<file path="src/rtl/rsz_pkg.sv">
package rsz_pkg;
  localparam int PIX_W  = 8;
  localparam int IN_W   = 13;
  localparam int OUT_W  = 12;
  localparam int FRAC_W = 13;
  localparam int STEP_W = 14;
  localparam int WGT_W  = 8;
  localparam int DEC_W  = 2;

  typedef struct packed {
    logic              run;
    logic              lineClr;
    logic [DEC_W-1:0]  decim;
    logic [STEP_W-1:0] step;
    logic [IN_W-1:0]   inSize;
    logic [IN_W-1:0]   wsLast;
    logic [OUT_W-1:0]  outSize;
  } rszCtl_t;
endpackage

</file>
<file path="src/rtl/rsz_div.sv">
module rsz_div #(
  parameter int NUM_W = 26,
  parameter int DEN_W = 12
) (
  input  logic             clk,
  input  logic             rstN,
  input  logic             start,
  input  logic [NUM_W-1:0] num,
  input  logic [DEN_W-1:0] den,
  output logic             done,
  output logic [NUM_W-1:0] quo
);
  localparam int CNT_W = $clog2(NUM_W + 1);

  logic [DEN_W-1:0] rem;
  logic [CNT_W-1:0] cnt;
  logic             busy;
  logic [DEN_W:0]   trial;

  assign trial = {rem, quo[NUM_W-1]};

  always_ff @(posedge clk) begin
    if (!rstN) begin
      rem  <= '0;
      quo  <= '0;
      cnt  <= '0;
      busy <= 1'b0;
      done <= 1'b0;
    end else begin
      done <= 1'b0;
      if (start) begin
        rem  <= '0;
        quo  <= num;
        cnt  <= CNT_W'(NUM_W);
        busy <= 1'b1;
      end else if (busy) begin
        if (trial >= {1'b0, den}) begin
          rem <= DEN_W'(trial - {1'b0, den});
          quo <= {quo[NUM_W-2:0], 1'b1};
        end else begin
          rem <= trial[DEN_W-1:0];
          quo <= {quo[NUM_W-2:0], 1'b0};
        end
        cnt <= cnt - 1'b1;
        if (cnt == CNT_W'(1)) begin
          busy <= 1'b0;
          done <= 1'b1;
        end
      end
    end
  end

  AST_DIV_DONE_PULSE: assert property (@(posedge clk) disable iff (!rstN)
    done |=> !done);
endmodule

</file>
<file path="src/rtl/rsz_decim_stage.sv">
module rsz_decim_stage
  import rsz_pkg::*;
(
  input  logic             clk,
  input  logic             rstN,
  input  logic             clr,
  input  logic             en,
  input  logic             upValid,
  input  logic [PIX_W-1:0] upPix,
  output logic             upReady,
  output logic             dnValid,
  output logic [PIX_W-1:0] dnPix,
  input  logic             dnReady
);
  logic             have;
  logic [PIX_W-1:0] held;
  logic [PIX_W:0]   pairSum;

  assign pairSum = {1'b0, held} + {1'b0, upPix} + (PIX_W+1)'(1);

  always_comb begin
    if (en) begin
      upReady = !have || dnReady;
      dnValid = have && upValid;
      dnPix   = pairSum[PIX_W:1];
    end else begin
      upReady = dnReady;
      dnValid = upValid;
      dnPix   = upPix;
    end
  end

  always_ff @(posedge clk) begin
    if (!rstN || clr) begin
      have <= 1'b0;
      held <= '0;
    end else if (en && upValid && upReady) begin
      have <= !have;
      if (!have) held <= upPix;
    end
  end
endmodule

</file>
<file path="src/rtl/rsz_ctrl.sv">
module rsz_ctrl
  import rsz_pkg::*;
#(
  parameter int MAX_IN  = 4096,
  parameter int MAX_OUT = 1024,
  parameter int MAX_DEC = 2
) (
  input  logic              clk,
  input  logic              rstN,
  input  logic              cfgStart,
  input  logic              cfgAxis,
  input  logic [31:0]       cfgPacked,
  input  logic [IN_W-1:0]   cfgInSize,
  input  logic [OUT_W-1:0]  cfgOutSize,
  output logic              cfgBusy,
  output logic              cfgDone,
  output logic              cfgErr,
  output logic              cfgWarn,
  output logic [DEC_W-1:0]  cfgDecim,
  output logic [STEP_W-1:0] cfgStep,
  output rszCtl_t           ctl
);
  localparam int NUM_W = IN_W + FRAC_W;

  typedef enum logic [1:0] {S_IDLE, S_EVAL, S_DIV} state_t;
  state_t state;

  logic [IN_W-1:0]  inSizeR, wsR, wsCalc, pkWs;
  logic [OUT_W-1:0] outSizeR;
  logic [31:0]      packedR;
  logic             axisR, okR, rangeErr, divStart, divDone;
  logic [DEC_W-1:0] dCalc, pkDec;
  logic [15:0]      pkField;
  logic [NUM_W-1:0] quo;
  logic [IN_W:0]    outX2;

  assign outX2   = (IN_W+1)'({outSizeR, 1'b0});
  assign pkField = axisR ? packedR[31:16] : packedR[15:0];
  assign pkDec   = (pkField[15:14] > DEC_W'(MAX_DEC)) ? DEC_W'(MAX_DEC) : pkField[15:14];
  assign pkWs    = inSizeR >> pkDec;

  assign rangeErr = (inSizeR > IN_W'(MAX_IN)) || (outSizeR > OUT_W'(MAX_OUT)) ||
                    ((IN_W+2)'({outSizeR, 2'b00}) < (IN_W+2)'(inSizeR)) ||
                    (inSizeR == '0) || (outSizeR == '0);

  always_comb begin
    wsCalc = inSizeR;
    dCalc  = '0;
    for (int k = 0; k < MAX_DEC; k++) begin
      if (wsCalc > IN_W'(MAX_OUT) || (IN_W+1)'(wsCalc) >= outX2) begin
        wsCalc = wsCalc >> 1;
        dCalc  = dCalc + 1'b1;
      end
    end
  end

  assign divStart = (state == S_EVAL) && (packedR == '0) && !rangeErr &&
                    (outSizeR != OUT_W'(1));

  rsz_div #(.NUM_W(NUM_W), .DEN_W(OUT_W)) i_div (
    .clk   (clk),
    .rstN  (rstN),
    .start (divStart),
    .num   ({wsCalc - 1'b1, FRAC_W'(0)}),
    .den   (outSizeR - 1'b1),
    .done  (divDone),
    .quo   (quo)
  );

  always_ff @(posedge clk) begin
    if (!rstN) begin
      state    <= S_IDLE;
      inSizeR  <= '0;
      outSizeR <= '0;
      packedR  <= '0;
      axisR    <= 1'b0;
      wsR      <= '0;
      okR      <= 1'b0;
      cfgErr   <= 1'b0;
      cfgWarn  <= 1'b0;
      cfgDecim <= '0;
      cfgStep  <= '0;
      cfgDone  <= 1'b0;
    end else begin
      cfgDone <= 1'b0;
      case (state)
        S_IDLE: if (cfgStart) begin
          inSizeR  <= cfgInSize;
          outSizeR <= cfgOutSize;
          packedR  <= cfgPacked;
          axisR    <= cfgAxis;
          okR      <= 1'b0;
          cfgErr   <= 1'b0;
          cfgWarn  <= 1'b0;
          state    <= S_EVAL;
        end
        S_EVAL: begin
          if (packedR != '0) begin
            cfgDecim <= pkDec;
            cfgStep  <= pkField[STEP_W-1:0];
            wsR      <= pkWs;
            okR      <= 1'b1;
            cfgDone  <= 1'b1;
            state    <= S_IDLE;
          end else if (rangeErr) begin
            cfgDecim <= '0;
            cfgStep  <= '0;
            cfgErr   <= 1'b1;
            cfgDone  <= 1'b1;
            state    <= S_IDLE;
          end else begin
            cfgDecim <= dCalc;
            wsR      <= wsCalc;
            if (outSizeR == OUT_W'(1)) begin
              cfgStep <= '0;
              okR     <= 1'b1;
              cfgDone <= 1'b1;
              state   <= S_IDLE;
            end else begin
              state <= S_DIV;
            end
          end
        end
        S_DIV: if (divDone) begin
          if (|quo[NUM_W-1:STEP_W]) begin
            cfgStep <= '1;
            cfgWarn <= 1'b1;
          end else begin
            cfgStep <= quo[STEP_W-1:0];
          end
          okR     <= 1'b1;
          cfgDone <= 1'b1;
          state   <= S_IDLE;
        end
        default: state <= S_IDLE;
      endcase
    end
  end

  assign cfgBusy     = (state != S_IDLE);
  assign ctl.run     = okR && (state == S_IDLE);
  assign ctl.lineClr = (state == S_IDLE) && cfgStart;
  assign ctl.decim   = cfgDecim;
  assign ctl.step    = cfgStep;
  assign ctl.inSize  = inSizeR;
  assign ctl.wsLast  = wsR - 1'b1;
  assign ctl.outSize = outSizeR;

  AST_DONE_ENDS_BUSY: assert property (@(posedge clk) disable iff (!rstN)
    cfgDone |-> (!cfgBusy && $past(cfgBusy)));
  AST_WARN_SATURATES: assert property (@(posedge clk) disable iff (!rstN)
    cfgWarn |-> (cfgStep == '1));
  AST_ERR_BLOCKS_RUN: assert property (@(posedge clk) disable iff (!rstN)
    cfgErr |-> !ctl.run);
  AST_DECIM_BOUNDED: assert property (@(posedge clk) disable iff (!rstN)
    cfgDone |-> (cfgDecim <= DEC_W'(MAX_DEC)));
endmodule

</file>
<file path="src/rtl/rsz_datapath.sv">
module rsz_datapath
  import rsz_pkg::*;
#(
  parameter int MAX_DEC = 2
) (
  input  logic             clk,
  input  logic             rstN,
  input  rszCtl_t          ctl,
  input  logic             inValid,
  output logic             inReady,
  input  logic [PIX_W-1:0] inPix,
  output logic             outValid,
  output logic [PIX_W-1:0] outPix
);
  localparam int ACC_W = FRAC_W + IN_W + 1;
  localparam int SUM_W = PIX_W + WGT_W + 1;

  logic [MAX_DEC:0] sV, sR;
  logic [PIX_W-1:0] sP [MAX_DEC+1];

  logic [PIX_W-1:0] p0, p1, bSel;
  logic [1:0]       cnt;
  logic [IN_W-1:0]  idx, inCnt;
  logic [OUT_W-1:0] outCnt;
  logic [ACC_W-1:0] acc;
  logic [IN_W:0]    accInt, idxX;
  logic [WGT_W-1:0] wgt;
  logic [WGT_W:0]   wInv;
  logic [SUM_W-1:0] blend;
  logic lastPix, outDone, emit, drop, take, lineEnd, clr;

  assign clr     = ctl.lineClr || lineEnd;
  assign inReady = ctl.run && (inCnt != ctl.inSize) && sR[0];
  assign sV[0]   = inValid && inReady;
  assign sP[0]   = inPix;

  for (genvar k = 0; k < MAX_DEC; k++) begin : g_dec
    rsz_decim_stage i_stage (
      .clk     (clk),
      .rstN    (rstN),
      .clr     (clr),
      .en      (DEC_W'(k) < ctl.decim),
      .upValid (sV[k]),
      .upPix   (sP[k]),
      .upReady (sR[k]),
      .dnValid (sV[k+1]),
      .dnPix   (sP[k+1]),
      .dnReady (sR[k+1])
    );
  end

  assign accInt  = acc[ACC_W-1:FRAC_W];
  assign idxX    = {1'b0, idx};
  assign lastPix = (idx == ctl.wsLast);
  assign outDone = (outCnt == ctl.outSize);
  assign sR[MAX_DEC] = (cnt < 2'd2) || outDone;
  assign take    = sV[MAX_DEC] && sR[MAX_DEC] && !outDone;
  assign emit    = ctl.run && !outDone && (cnt != 2'd0) &&
                   (lastPix ? (accInt >= idxX) : ((cnt == 2'd2) && (accInt == idxX)));
  assign drop    = ctl.run && !outDone && !lastPix && (cnt == 2'd2) && (accInt > idxX);
  assign lineEnd = ctl.run && (inCnt == ctl.inSize) && outDone;

  assign wgt   = acc[FRAC_W-1 -: WGT_W];
  assign wInv  = (WGT_W+1)'(1 << WGT_W) - (WGT_W+1)'(wgt);
  assign bSel  = (cnt == 2'd2) ? p1 : p0;
  assign blend = SUM_W'(p0) * SUM_W'(wInv) + SUM_W'(bSel) * SUM_W'(wgt) +
                 SUM_W'(1 << (WGT_W - 1));

  always_ff @(posedge clk) begin
    if (!rstN || clr) begin
      p0       <= '0;
      p1       <= '0;
      cnt      <= '0;
      idx      <= '0;
      inCnt    <= '0;
      outCnt   <= '0;
      acc      <= '0;
      outValid <= 1'b0;
      outPix   <= '0;
    end else begin
      if (sV[0]) inCnt <= inCnt + 1'b1;
      if (take) begin
        if (cnt == 2'd0) begin
          p0  <= sP[MAX_DEC];
          cnt <= 2'd1;
        end else begin
          p1  <= sP[MAX_DEC];
          cnt <= 2'd2;
        end
      end
      if (drop) begin
        p0  <= p1;
        cnt <= 2'd1;
        idx <= idx + 1'b1;
      end
      if (emit) begin
        acc    <= acc + ACC_W'(ctl.step);
        outCnt <= outCnt + 1'b1;
      end
      outValid <= emit;
      outPix   <= blend[WGT_W +: PIX_W];
    end
  end

  AST_OUT_COUNT_BOUND: assert property (@(posedge clk) disable iff (!rstN)
    outCnt <= ctl.outSize || !ctl.run);
  AST_IN_COUNT_BOUND: assert property (@(posedge clk) disable iff (!rstN)
    ctl.run |-> (inCnt <= ctl.inSize));
  AST_WINDOW_LIMIT: assert property (@(posedge clk) disable iff (!rstN)
    cnt != 2'd3);
endmodule

</file>
<file path="src/rtl/rsz_line_resizer.sv">
module rsz_line_resizer
  import rsz_pkg::*;
#(
  parameter int MAX_IN  = 4096,
  parameter int MAX_OUT = 1024,
  parameter int MAX_DEC = 2
) (
  input  logic              clk,
  input  logic              rstN,
  input  logic              cfgStart,
  input  logic              cfgAxis,
  input  logic [31:0]       cfgPacked,
  input  logic [IN_W-1:0]   cfgInSize,
  input  logic [OUT_W-1:0]  cfgOutSize,
  output logic              cfgBusy,
  output logic              cfgDone,
  output logic              cfgErr,
  output logic              cfgWarn,
  output logic [DEC_W-1:0]  cfgDecim,
  output logic [STEP_W-1:0] cfgStep,
  input  logic              inValid,
  output logic              inReady,
  input  logic [PIX_W-1:0]  inPix,
  output logic              outValid,
  output logic [PIX_W-1:0]  outPix
);
  rszCtl_t ctl;

  rsz_ctrl #(.MAX_IN(MAX_IN), .MAX_OUT(MAX_OUT), .MAX_DEC(MAX_DEC)) i_ctrl (
    .clk        (clk),
    .rstN       (rstN),
    .cfgStart   (cfgStart),
    .cfgAxis    (cfgAxis),
    .cfgPacked  (cfgPacked),
    .cfgInSize  (cfgInSize),
    .cfgOutSize (cfgOutSize),
    .cfgBusy    (cfgBusy),
    .cfgDone    (cfgDone),
    .cfgErr     (cfgErr),
    .cfgWarn    (cfgWarn),
    .cfgDecim   (cfgDecim),
    .cfgStep    (cfgStep),
    .ctl        (ctl)
  );

  rsz_datapath #(.MAX_DEC(MAX_DEC)) i_datapath (
    .clk      (clk),
    .rstN     (rstN),
    .ctl      (ctl),
    .inValid  (inValid),
    .inReady  (inReady),
    .inPix    (inPix),
    .outValid (outValid),
    .outPix   (outPix)
  );
endmodule

</file>
<file path="config.mk">
export PLATFORM = sky130hd
export DESIGN_NAME = rsz_line_resizer
export DESIGN_NICKNAME = d
export VERILOG_FILES = /design/src/rtl/rsz_pkg.sv /design/src/rtl/rsz_div.sv /design/src/rtl/rsz_decim_stage.sv /design/src/rtl/rsz_ctrl.sv /design/src/rtl/rsz_datapath.sv /design/src/rtl/rsz_line_resizer.sv
export SDC_FILE = /design/constraint.sdc
export NUM_CORES = 1
export LEC_CHECK = 0
export BUFFER_PORTS_ARGS = -buffer_cell sky130_fd_sc_hd__buf_2
export CORE_MARGIN = 4
export CORE_UTILIZATION = 40
export CTS_CLUSTER_DIAMETER = 50
export CTS_CLUSTER_SIZE = 16
export DETAILED_ROUTE_END_ITERATION = 10
export GPL_TIMING_DRIVEN = 0
export HOLD_SLACK_MARGIN = 0.02
export PLACE_DENSITY = 0.67
export RECOVER_POWER = 50
export SYNTH_ARGS = -nofsm -noshare
export SYNTH_HDL_FRONTEND = slang
export SYNTH_SLANG_ARGS = --single-unit
</file>
<file path="constraint.sdc">
create_clock -name clk -period 12.8 [get_ports clk]
set_input_delay 1.28 -clock clk [delete_from_list [all_inputs] [get_ports clk]]
set_output_delay 1.28 -clock clk [all_outputs]
set_load 0.005 [all_outputs]
</file>
==> run summary, run 1 <==
Clock sink count: 248
Worst-margin pin slew: 1808 ps
Fin. max-slew vios: 9
Critical Path Start Type: flip-flop
Post-CTS Hold Fix Bufs: 0
Clock skew: 37.45 ps
Delay-heaviest family, CP: adder cells
Clk_lat worst skew: 580 ps
Leakage Power: 9.615 nW
First-pass GRT wire length: 90310 um
Worst hold path type: flip-flop to flip-flop
CP Class: flip-flop to flip-flop
Starting DRT DRC Count: 1149
Die Y: 228.6 um
Post-route worst setup slack: 4232 ps
Cell Area, Synth: 19470 um2
Main synth FF type: dfxtp_1
Area taken by multi-input logic gates: 13050 um2
PwrDens: 103.6 nW/um2
Flops & latches, synth: 248
Sequential cell area: 4965 um2
Slew HR: -0.2208
Crit share post-route: 0.6694
Pre-CTS WS: 4277 ps
Wire length per cell: 17.90 um
Synth area leader: dfxtp_1
Clock transition at path regs: 60 ps
Setup bufs post-CTS: 0
Distinct cells, synth: 71
Total CTS buffers: 37
Arrival time of the worst setup path: 8970 ps
Final hold vios: 0
Dpl hpwl: 44520 um
Top cell by count, worst path: fa_1
Syn nets: 2728
H-tree Lvls: 2
Non-filler cells, final: 3166
ANT nets after route: 0
Status: complete, but fails checks
Synth top area share: 0.2549
Crit path largest cell delay: 830 ps
Initial antenna violation count: 1
Crit-path max FO: 10
Most frequent cells in the layout: nand2_1 (274), dfxtp_1 (248), inv_1 (234)
Tmin final: 8568 ps
# Max-Cap Violations: 1
Area growth syn-to-layout: 13.00%
Global route overflow: 0
Most common cell after layout, fill and taps aside: nand2_1
Post-cts sizing count: 0
Sequential element share of the synthesized area: 0.2549
Core area: 47950 um2
Post-synth ARST share: 0
Die width: 228.6 um
Initial Utilization: 0.4062
Syn_area_per_cell: 8.162 um2
WL final: 56670 um
TritonCTS clock tree: built
Final TNS setup: 0 ps
Worst setup EP type: flip-flop
Pre-antenna DRT Iters: 5
Clock Tree Buf Depth: 3
Post-Route Utilization: 0.4590
Worst VDD drop: 80.41 uV
Final setup violating endpoints: 0
RSZ-0062 raised after global routing: no
EDFF count, synth: 0
Via count: 17.17k
Critical-path top delay cell: xor2_1
Synth top area cells: dfxtp_1 (25%), ha_1 (11%), fa_1 (11%)
Layout cell share with drive strength beyond 1: 0.08078
Max Clk Rate: 0.1167 GHz
Failing checks: capacitance limit, slew limit
Inst Count DP: 3099
DRC: 0
Fin nets: 2865
Site Rows: 80
Post-DR vias/cell: 5.423
Final Wtd Congestion: 0.9235
I/O pins: 100
Worst Path Required: 13200 ps
CTS root buf: clkbuf_16
Synthesis warning total: 0
Die ar.: 52280 um2
Largest net degree at the start of global routing: 17
Port bufs: 98
Synth Instances: 2386
CP bufs+invs: 5
Vias in the first global route: 17.22k
Power, Total: 2.280 mW
Total GRT Usage: 0.2113
Fillers: 4668
## sequential cells by signal (all words and copies together) (netlist names), 13 cells and up
name,cells
i_ctrl.cfgStep,14
i_datapath.acc,27
i_ctrl.i_div.quo,26
i_datapath.idx,13
i_datapath.g_dec.i_stage.held,16
i_datapath.inCnt,13
i_ctrl.inSizeR,13
i_ctrl.wsR,13
i_ctrl.packedR,32
## final cells by class
cell class	instances	area share
Antenna cell	1	0.0001137
Sequential cell	248	0.2256
Buffer	133	0.02536
Clock buffer	42	0.04338
Tap cell	615	0.03497
Timing Repair Buffer	98	0.02200
Clock inverter	24	0.01473
Multi-Input combinational cell	1767	0.5932
Inverter	238	0.04060
## final timing paths
| kind | slack, ps | cells past startpoint | start | end |
|---|---|---|---|---|
| setup / recovery | 4230 | 25 | i_datapath.acc[5]$_SDFFE_PP0P_ | i_datapath.outPix[7]$_SDFF_PP0_ |
| hold reg to reg | 470 | 2 | i_ctrl.wsR[12]$_SDFFE_PN0P_ | i_ctrl.wsR[12]$_SDFFE_PN0P_ |
| hold / removal | 470 | 2 | i_ctrl.wsR[12]$_SDFFE_PN0P_ | i_ctrl.wsR[12]$_SDFFE_PN0P_ |
| setup reg to reg | 4230 | 25 | i_datapath.acc[5]$_SDFFE_PP0P_ | i_datapath.outPix[7]$_SDFF_PP0_ |
## kinds of logic (layout without fill, tap and decap cells)
group,Yosys count,in the layout,synth area share
AOI/OAI and AO/OA,453,453,0.1461
xor gates and xnor gates,136,136,0.06117
adders and majority gates,272,272,0.2149
buffers and inverters,371,535,0.07472
DFF,248,248,0.2549
muxes,101,101,0.05307
other,1,2,0.0001926
and+or+nand+nor,804,804,0.1949
## layer usage
| layer | track usage | part of all wire | vias to the layer above |
|---|---|---|---|
| li1 | - | - | 8333 |
| met1 | 0.2825 | 0.46 | 8225 |
| met2 | 0.3418 | 0.45 | 489 |
| met3 | 0.03901 | 0.064 | 123 |
| met4 | 0.07731 | 0.035 | 0 |
| met5 | 0 | 0 | - |
## cell usage after synthesis (6+ instances only)
library cell and n:
o22ai_1 9, a2111oi_0 9, o211ai_1 16, fa_1 104, nand2b_1 20, buf_4 16
a211o_1 6, nor4_1 24, o21a_1 21, mux2i_1 83, ha_1 168, o21ai_0 71
or3_1 18, nor2b_1 52, o221ai_1 16, nand4_1 29, buf_1 7, o21ai_1 12
a211oi_1 34, o31ai_1 8, a31oi_1 12, nand3_1 26, nand2_1 274, inv_1 233
a21oi_1 174, and2_1 49, dfxtp_1 248, a21boi_0 10, a21o_1 15, clkbuf_1 108
nor2_1 220, xnor2_1 75, mux2_2 18, nor3_1 38, and3_1 18, xor2_1 61
o211a_1 7
## worst min-delay path: stages, from the launching register on
cell	delay, ps
dfxtp_1	320
nand2_1	60
a21oi_1	50
## metrics by stage
stage	hold WS (ps)	cell area, um2
2_1_floorplan	443.4	19470
3_3_place_gp	457.2	20730
3_5_place_dp	465.6	20730
4_1_cts	475.6	22010
5_1_grt	494.7	22000
6_report	470.4	22000
## report_power, final
part           switching [mW]  internal [mW]
logic                   0.256          0.148
registers              0.0224          0.790
clock network           0.426          0.638
total                   0.705           1.57
(Power assumes the default switching activity.)
==> run 2, diff against run 1 <==
- ABC_AREA: not set -> 1
- PLACE_DENSITY: 0.67 -> 0.69
- clock period: 12.8 -> 7.6 ns (I/O delays scaled with it)
==> run summary, run 2 <==
Status: finished, final reports clean (was complete, but fails checks)
Setup bufs post-CTS: 0 (unchanged)
Initial antenna violation count: 2 (was 1)
Biggest register: i_ctrl.packedR (unchanged)
Synth top area share: 0.2556 (was 0.2549)
Die ar.: 52160 um2 (was 52280 um2)
Worst hold path type: primary input to flip-flop (was flip-flop to flip-flop)
Largest registers: i_ctrl.packedR x32, i_datapath.acc x27, i_ctrl.i_div.quo x26 (unchanged)
Met1 Use GR: 0.2685 (was 0.2825)
DRC: 0 (unchanged)
WL final: 54820 um (was 56670 um)
Worst-margin pin slew: 1197 ps (was 1808 ps)
Synth top cells by count: inv_1 (428), nand2_1 (424), nor2_1 (259) (was nand2_1 (274), dfxtp_1 (248), inv_1 (233))
Synthesis warning total: 0 (unchanged)
Gr busiest metal: met2 (unchanged)
Fin nets: 3172 (was 2865)
First-pass GRT wire length: 89040 um (was 90310 um)
Post-synth ARST share: 0 (unchanged)
Wire length per cell: 15.79 um (was 17.90 um)
Site Rows: 80 (unchanged)
Clock sink count: 248 (unchanged)
Synth Instances: 2695 (was 2386)
Clk_lat worst skew: 580 ps (about the same)
Largest net degree at the start of global routing: 17 (unchanged)
Final Wtd Congestion: 0.9847 (was 0.9235)
Layout cell share with drive strength beyond 1: 0.08438 (was 0.08078)
Slew HR: 0.1946 (was -0.2208)
Final TNS setup: 0 ps (unchanged)
Most common cell after layout, fill and taps aside: inv_1 (was nand2_1)
Non-filler cells, final: 3472 (was 3166)
Pre-antenna DRT Iters: 5 (unchanged)
ANT nets after route: 0 (unchanged)
Main synth FF type: dfxtp_1 (unchanged)
Max reg flops: 32 (unchanged)
Dpl hpwl: 43570 um (was 44520 um)
EDFF count, synth: 0 (unchanged)
Distinct cells, synth: 60 (was 71)
Final setup violating endpoints: 0 (unchanged)
Global route overflow: 0 (unchanged)
Crit share post-route: 0.9150 (was 0.6694)
Final hold vios: 0 (unchanged)
RSZ-0062 raised after global routing: no (unchanged)
Clock Tree Buf Depth: 3 (unchanged)
Inst Count DP: 3408 (was 3099)
Total GRT Usage: 0.2077 (was 0.2113)
Syn_area_per_cell: 7.208 um2 (was 8.162 um2)
Max Clk Rate: 0.1438 GHz (was 0.1167 GHz)
Die width: 228.4 um (was 228.6 um)
Arrival time of the worst setup path: 7380 ps (was 8970 ps)
H-tree Lvls: 2 (unchanged)
Worst Path Required: 8030 ps (was 13200 ps)
Flops & latches, synth: 248 (unchanged)
Met3 Track Usage GR: 0.02891 (was 0.03901)
Critical Path Start Type: flip-flop (unchanged)
Area growth syn-to-layout: 13.22% (was 13.00%)
R2R setup slack: 650 ps (was 4230 ps)
M2 GR Usage: 0.3511 (was 0.3418)
Synth area leader: dfxtp_1 (unchanged)
Initial Utilization: 0.4060 (was 0.4062)
TritonCTS clock tree: built (unchanged)
Worst VDD drop: 203.8 uV (was 80.41 uV)
Via count: 18.03k (was 17.17k)
CP Class: flip-flop to flip-flop (unchanged)
Total CTS buffers: 35 (was 37)
Count leader, synth: inv_1 (was nand2_1)
Starting DRT DRC Count: 1266 (was 1149)
Leakage Power: 10.01 nW (was 9.615 nW)
Post-DR vias/cell: 5.192 (was 5.423)
Vias in the first global route: 17.29k (was 17.22k)
Clock transition at path regs: 70 ps (was 60 ps)
Die Y: 228.4 um (was 228.6 um)
Crit-path max FO: 8 (was 10)
PwrDens: 209.0 nW/um2 (was 103.6 nW/um2)
I/O pins: 100 (unchanged)
Port bufs: 98 (unchanged)
Clock skew: 49.10 ps (was 37.45 ps)
Synth top area cells: dfxtp_1 (26%), ha_1 (11%), fa_1 (11%) (was dfxtp_1 (25%), ha_1 (11%), fa_1 (11%))
Sequential element share of the synthesized area: 0.2556 (was 0.2549)
CTS root buf: clkbuf_16 (unchanged)
Most frequent cells in the layout: inv_1 (429), nand2_1 (424), nor2_1 (260) (was nand2_1 (274), dfxtp_1 (248), inv_1 (234))
Fin. max-slew vios: 0 (was 9)
Fillers: 4911 (was 4668)
Core area: 47850 um2 (was 47950 um2)
# Max-Cap Violations: 0 (was 1)
Tmin final: 6954 ps (was 8568 ps)
Worst setup EP type: flip-flop (unchanged)
Cell Area, Synth: 19430 um2 (was 19470 um2)
Syn nets: 3037 (was 2728)
==> run 2: cell count changes in the layout (fill, tap and decap cells not counted), sizes merged, moves of 40 or more <==
cell   before  now
nand3      26  106
nor2b      52    0
o21ai      83  244
nor2      220  273
a21oi     174  234
and2       49    3
xnor2      75   35
nand2     274  444
inv       249  442
mux2i      83    1
==> run 2: worst paths after layout <==
kind                                                     from                                                to  cells past startpoint
min                                             cfgPacked[19]                   i_ctrl.packedR[19]$_SDFFE_PN0P_                      3
min reg2reg  i_datapath.g_dec[1].i_stage.held[0]$_SDFFE_PP0P_  i_datapath.g_dec[1].i_stage.held[0]$_SDFFE_PP0P_                      2
max                            i_datapath.acc[6]$_SDFFE_PP0P_                   i_datapath.outPix[7]$_SDFF_PP0_                     23
max reg2reg                    i_datapath.acc[6]$_SDFFE_PP0P_                   i_datapath.outPix[7]$_SDFF_PP0_                     23
==> run 2: layout make-up <==
type | instances | area (um2) | share of cell area
buffer | 106 | 504.2 | 0.02293
antenna | 1 | 2.502 | 0.0001138
sequential | 248 | 4965 | 0.2257
clock inverter | 23 | 401.6 | 0.01826
clock buffer | 40 | 914.6 | 0.04158
timing repair buffer | 98 | 483.0 | 0.02196
tap | 615 | 769.5 | 0.03498
multi-input combinational | 1898 | 12290 | 0.5587
inverter | 443 | 1667 | 0.07577
==> run 2: what timing repair did <==
item	4_1_cts	5_1_grt
setup endpoints to repair	0	4
hold buffers	0	0
resized for setup	0	6
==> run 2: routing by layer <==
metal	share of wire	up-vias	wire length (um)
li1	-	9069	-
met1	0.44	8379	24030
met2	0.47	471	25640
met3	0.056	108	3096
met4	0.038	0	2057
met5	0	-	0
==> run 2: metrics by stage <==
| stage | cell area (um2) | power (mW) | util | setup slack (ps) | hold WS, ps |
|---|---|---|---|---|---|
| 6_report | 21990 | 4.597 | 0.4597 | 646.0 | 442.7 |
| 5_1_grt | 21990 | 4.864 | 0.4597 | 137.6 | 434.3 |
| 2_1_floorplan | 19430 | 2.422 | - | 1605 | 429.7 |
| 3_5_place_dp | 20690 | 2.786 | 0.4323 | 243.6 | 448.8 |
| 3_3_place_gp | 20690 | 2.775 | 0.4323 | 291.1 | 445.4 |
| 4_1_cts | 22000 | 4.615 | 0.4599 | 199.4 | 417.1 |
==> run 2: kinds of logic (layout without fill, tap and decap cells) <==
logic type               Yosys count  count (layout)  share of synthesized area
XOR/XNOR                          83              83                    0.03742
multiplexers                       1               1                  0.0005153
other                              1               2                  0.0001930
buffers and inverters            549             710                     0.1119
flip-flops                       248             248                     0.2556
adder cells (fa/ha/maj)          272             272                     0.2154
AO/OA/AOI/OAI                    602             602                     0.1704
AND/OR/NAND/NOR                  939             939                     0.2086
==> run 2: worst max-delay path, cell delays in order, from the launching register on <==
cell and delay [ps]:
dfxtp_1 430, clkinv_1 310, ha_1 340, xnor2_1 570, nand2_1 150, fa_1 530, inv_1 60, fa_1 530
inv_1 60, fa_1 490, inv_1 50, fa_1 470, fa_1 520, fa_1 490, ha_1 310, nand2_1 60
o21ai_0 320, nand3_1 140, o2111ai_1 210, a21o_1 220, nand3_1 110, nand2_1 90, o21ai_0 70, a21oi_1 330
==> run 2: power by group <==
group,switching [mW],internal [mW],leakage [nW]
Clock,0.709,1.11,0.628
Sequential,0.0882,1.38,2.02
Combinational,0.856,0.459,7.36
Total,1.65,2.94,10.0
==> run 3, diff against run 2 <==
- MAX_ROUTING_LAYER: not set -> met4
==> run summary, run 3 (synthesis gave the netlist of run 2 again) <==
CP Class: flip-flop to flip-flop (unchanged)
Hold Crit Depth: 3 (unchanged)
Initial antenna violation count: 0 (was 2)
R2R setup slack: 480 ps (was 650 ps)
Post-DR vias/cell: 5.217 (was 5.192)
Post-cts sizing count: 0 (unchanged)
Hold path endpoint: i_ctrl.packedR[26]$_SDFFE_PN0P_ (was i_ctrl.packedR[19]$_SDFFE_PN0P_)
Crit-path max FO: 10 (was 8)
Fin nets: 3171 (was 3172)
Final hold vios: 0 (unchanged)
Wire length per cell: 15.97 um (was 15.79 um)
Worst-margin pin slew: 1074 ps (was 1197 ps)
I/O pins: 100 (unchanged)
Final Wtd Congestion: 0.9737 (was 0.9847)
Post-Route Utilization: 0.4553 (was 0.4597)
Total GRT Usage: 0.2164 (was 0.2077)
WL final: 55390 um (was 54820 um)
Largest registers: i_ctrl.packedR x32, i_datapath.acc x27, i_ctrl.i_div.quo x26 (unchanged)
Clock skew: 29.79 ps (was 49.10 ps)
Max Clk Rate: 0.1405 GHz (was 0.1438 GHz)
Worst hold path type: primary input to flip-flop (unchanged)
Area growth syn-to-layout: 12.15% (was 13.22%)
Initial Utilization: 0.4060 (unchanged)
Worst setup path startpoint: i_datapath.cnt[1]$_SDFFE_PP0P_ (was i_datapath.acc[6]$_SDFFE_PP0P_)
CP bufs+invs: 5 (was 4)
Worst reg2reg path depth: 25 (was 23)
Layout cell share with drive strength beyond 1: 0.08342 (was 0.08438)
Critical Path Start Type: flip-flop (unchanged)
Core area: 47850 um2 (unchanged)
Delay-heaviest family, CP: adder cells (unchanged)
Most frequent cells in the layout: inv_1 (429), nand2_1 (424), nor2_1 (260) (unchanged)
Diodes inserted: 0 (was 1)
Post-route worst setup slack: 480.3 ps (was 646.0 ps)
Pre-CTS WS: 255.8 ps (was 243.6 ps)
ANT nets after route: 0 (unchanged)
Most common cell after layout, fill and taps aside: inv_1 (unchanged)
Port bufs: 98 (unchanged)
Vias in the first global route: 17.38k (was 17.29k)
Fin. max-slew vios: 0 (unchanged)
Worst setup EP type: flip-flop (unchanged)
Tmin final: 7120 ps (was 6954 ps)
Non-filler cells, final: 3468 (was 3472)
Worst R2R Start: i_datapath.cnt[1]$_SDFFE_PP0P_ (was i_datapath.acc[6]$_SDFFE_PP0P_)
Pre-antenna DRT Iters: 6 (was 5)
Dpl hpwl: 43910 um (was 43570 um)
Largest net degree at the start of global routing: 17 (unchanged)
Total CTS buffers: 34 (was 35)
Die width: 228.4 um (unchanged)
Fillers: 4859 (was 4911)
Global route overflow: 0 (unchanged)
TritonCTS clock tree: built (unchanged)
Arrival time of the worst setup path: 7530 ps (was 7380 ps)
Final setup violating endpoints: 0 (unchanged)
Die ar.: 52160 um2 (unchanged)
Max reg flops: 32 (unchanged)
Critical-path top delay cell: fa_1 (was xnor2_1)
Worst VDD drop: 227.5 uV (was 203.8 uV)
Crit share post-route: 0.9368 (was 0.9150)
Biggest register: i_ctrl.packedR (unchanged)
Clk_lat worst skew: 570 ps (was 580 ps)
CTS root buf: clkbuf_16 (unchanged)
Crit path largest cell delay: 540 ps (was 570 ps)
PwrDens: 201.4 nW/um2 (was 209.0 nW/um2)
Die Y: 228.4 um (unchanged)
Top cell by count, worst path: fa_1 (unchanged)
Slew HR: 0.2787 (was 0.1946)
H-tree Lvls: 2 (unchanged)
Setup bufs post-CTS: 0 (unchanged)
Worst Path Required: 8010 ps (was 8030 ps)
# Max-Cap Violations: 0 (unchanged)
Post-CTS Hold Fix Bufs: 0 (unchanged)
Starting DRT DRC Count: 1426 (was 1266)
Hold Crit Start: cfgPacked[26] (was cfgPacked[19])
DRC: 0 (unchanged)
Status: finished, final reports clean (unchanged)
Via count: 18.09k (was 18.03k)
Leakage Power: 9.925 nW (was 10.01 nW)
R2R Path End: i_datapath.outPix[7]$_SDFF_PP0_ (unchanged)
Inst Count DP: 3408 (unchanged)
Clock Tree Buf Depth: 3 (unchanged)
Clock transition at path regs: 70 ps (about the same)
First-pass GRT wire length: 90620 um (was 89040 um)
Clock sink count: 248 (unchanged)
Site Rows: 80 (unchanged)
[run 3: cell count changes in the layout (fill, tap and decap cells not counted), sizes merged]
cell      change
clkinv        -1
diode         -1
bufinv        -6
clkbuf        -3
inv          +10
clkinvlp      -2
buf           -1
[run 3: tightest hold or removal path: stages]
cell and delay [ps]:
buf_2 70, o21ai_0 70, nor2_1 80
[run 3: per-stage QoR]
stage          hold slack (ps)  setup TNS, ps  total power, mW  area (um2)
4_1_cts                  440.8              0            4.402       21810
6_report                 453.6              0            4.389       21790
2_1_floorplan            429.7              0            2.422       19430
3_5_place_dp             449.0              0            2.787       20690
5_1_grt                  459.4         -3.921            4.647       21790
3_3_place_gp             447.9              0            2.779       20690
[run 3: cell type report]
cell class              count  area [um2]  area share
plain buffers             106       503.0     0.02309
clock buffers              36       868.3     0.03986
clock inverters            24       251.5     0.01154
inverters                 443        1663     0.07633
multi-input cells        1898       12280      0.5638
flip-flops and latches    248        4965      0.2279
well taps                 615       769.5     0.03532
repair buffers             98       483.0     0.02217
[run 3: layer usage]
| metal | global-route usage | share of wire |
|---|---|---|
| met1 | 0.2790 | 0.45 |
| met2 | 0.3536 | 0.47 |
| met3 | 0.02306 | 0.050 |
| met4 | 0.07922 | 0.035 |
| met5 | - | 0 |
[run 3: report_power, final]
part | internal, mW | leakage (nW) | total [mW] | switching, mW
sequential | 1.37 | 2.02 | 1.46 | 0.0872
combinational | 0.459 | 7.36 | 1.31 | 0.856
clock | 0.880 | 0.552 | 1.61 | 0.732
total | 2.71 | 9.92 | 4.39 | 1.68
[run 3: worst max path at each step]
stage                                      end  slack (ps)  depth (start not counted)
2_1_floorplan  i_datapath.outPix[7]$_SDFF_PP0_        1600                         27
3_3_place_gp   i_datapath.outPix[7]$_SDFF_PP0_         300                         23
3_5_place_dp   i_datapath.outPix[7]$_SDFF_PP0_         260                         23
4_1_cts        i_datapath.outPix[7]$_SDFF_PP0_         210                         23
5_1_grt        i_datapath.outPix[7]$_SDFF_PP0_          -4                         23
6_report       i_datapath.outPix[7]$_SDFF_PP0_         480                         25
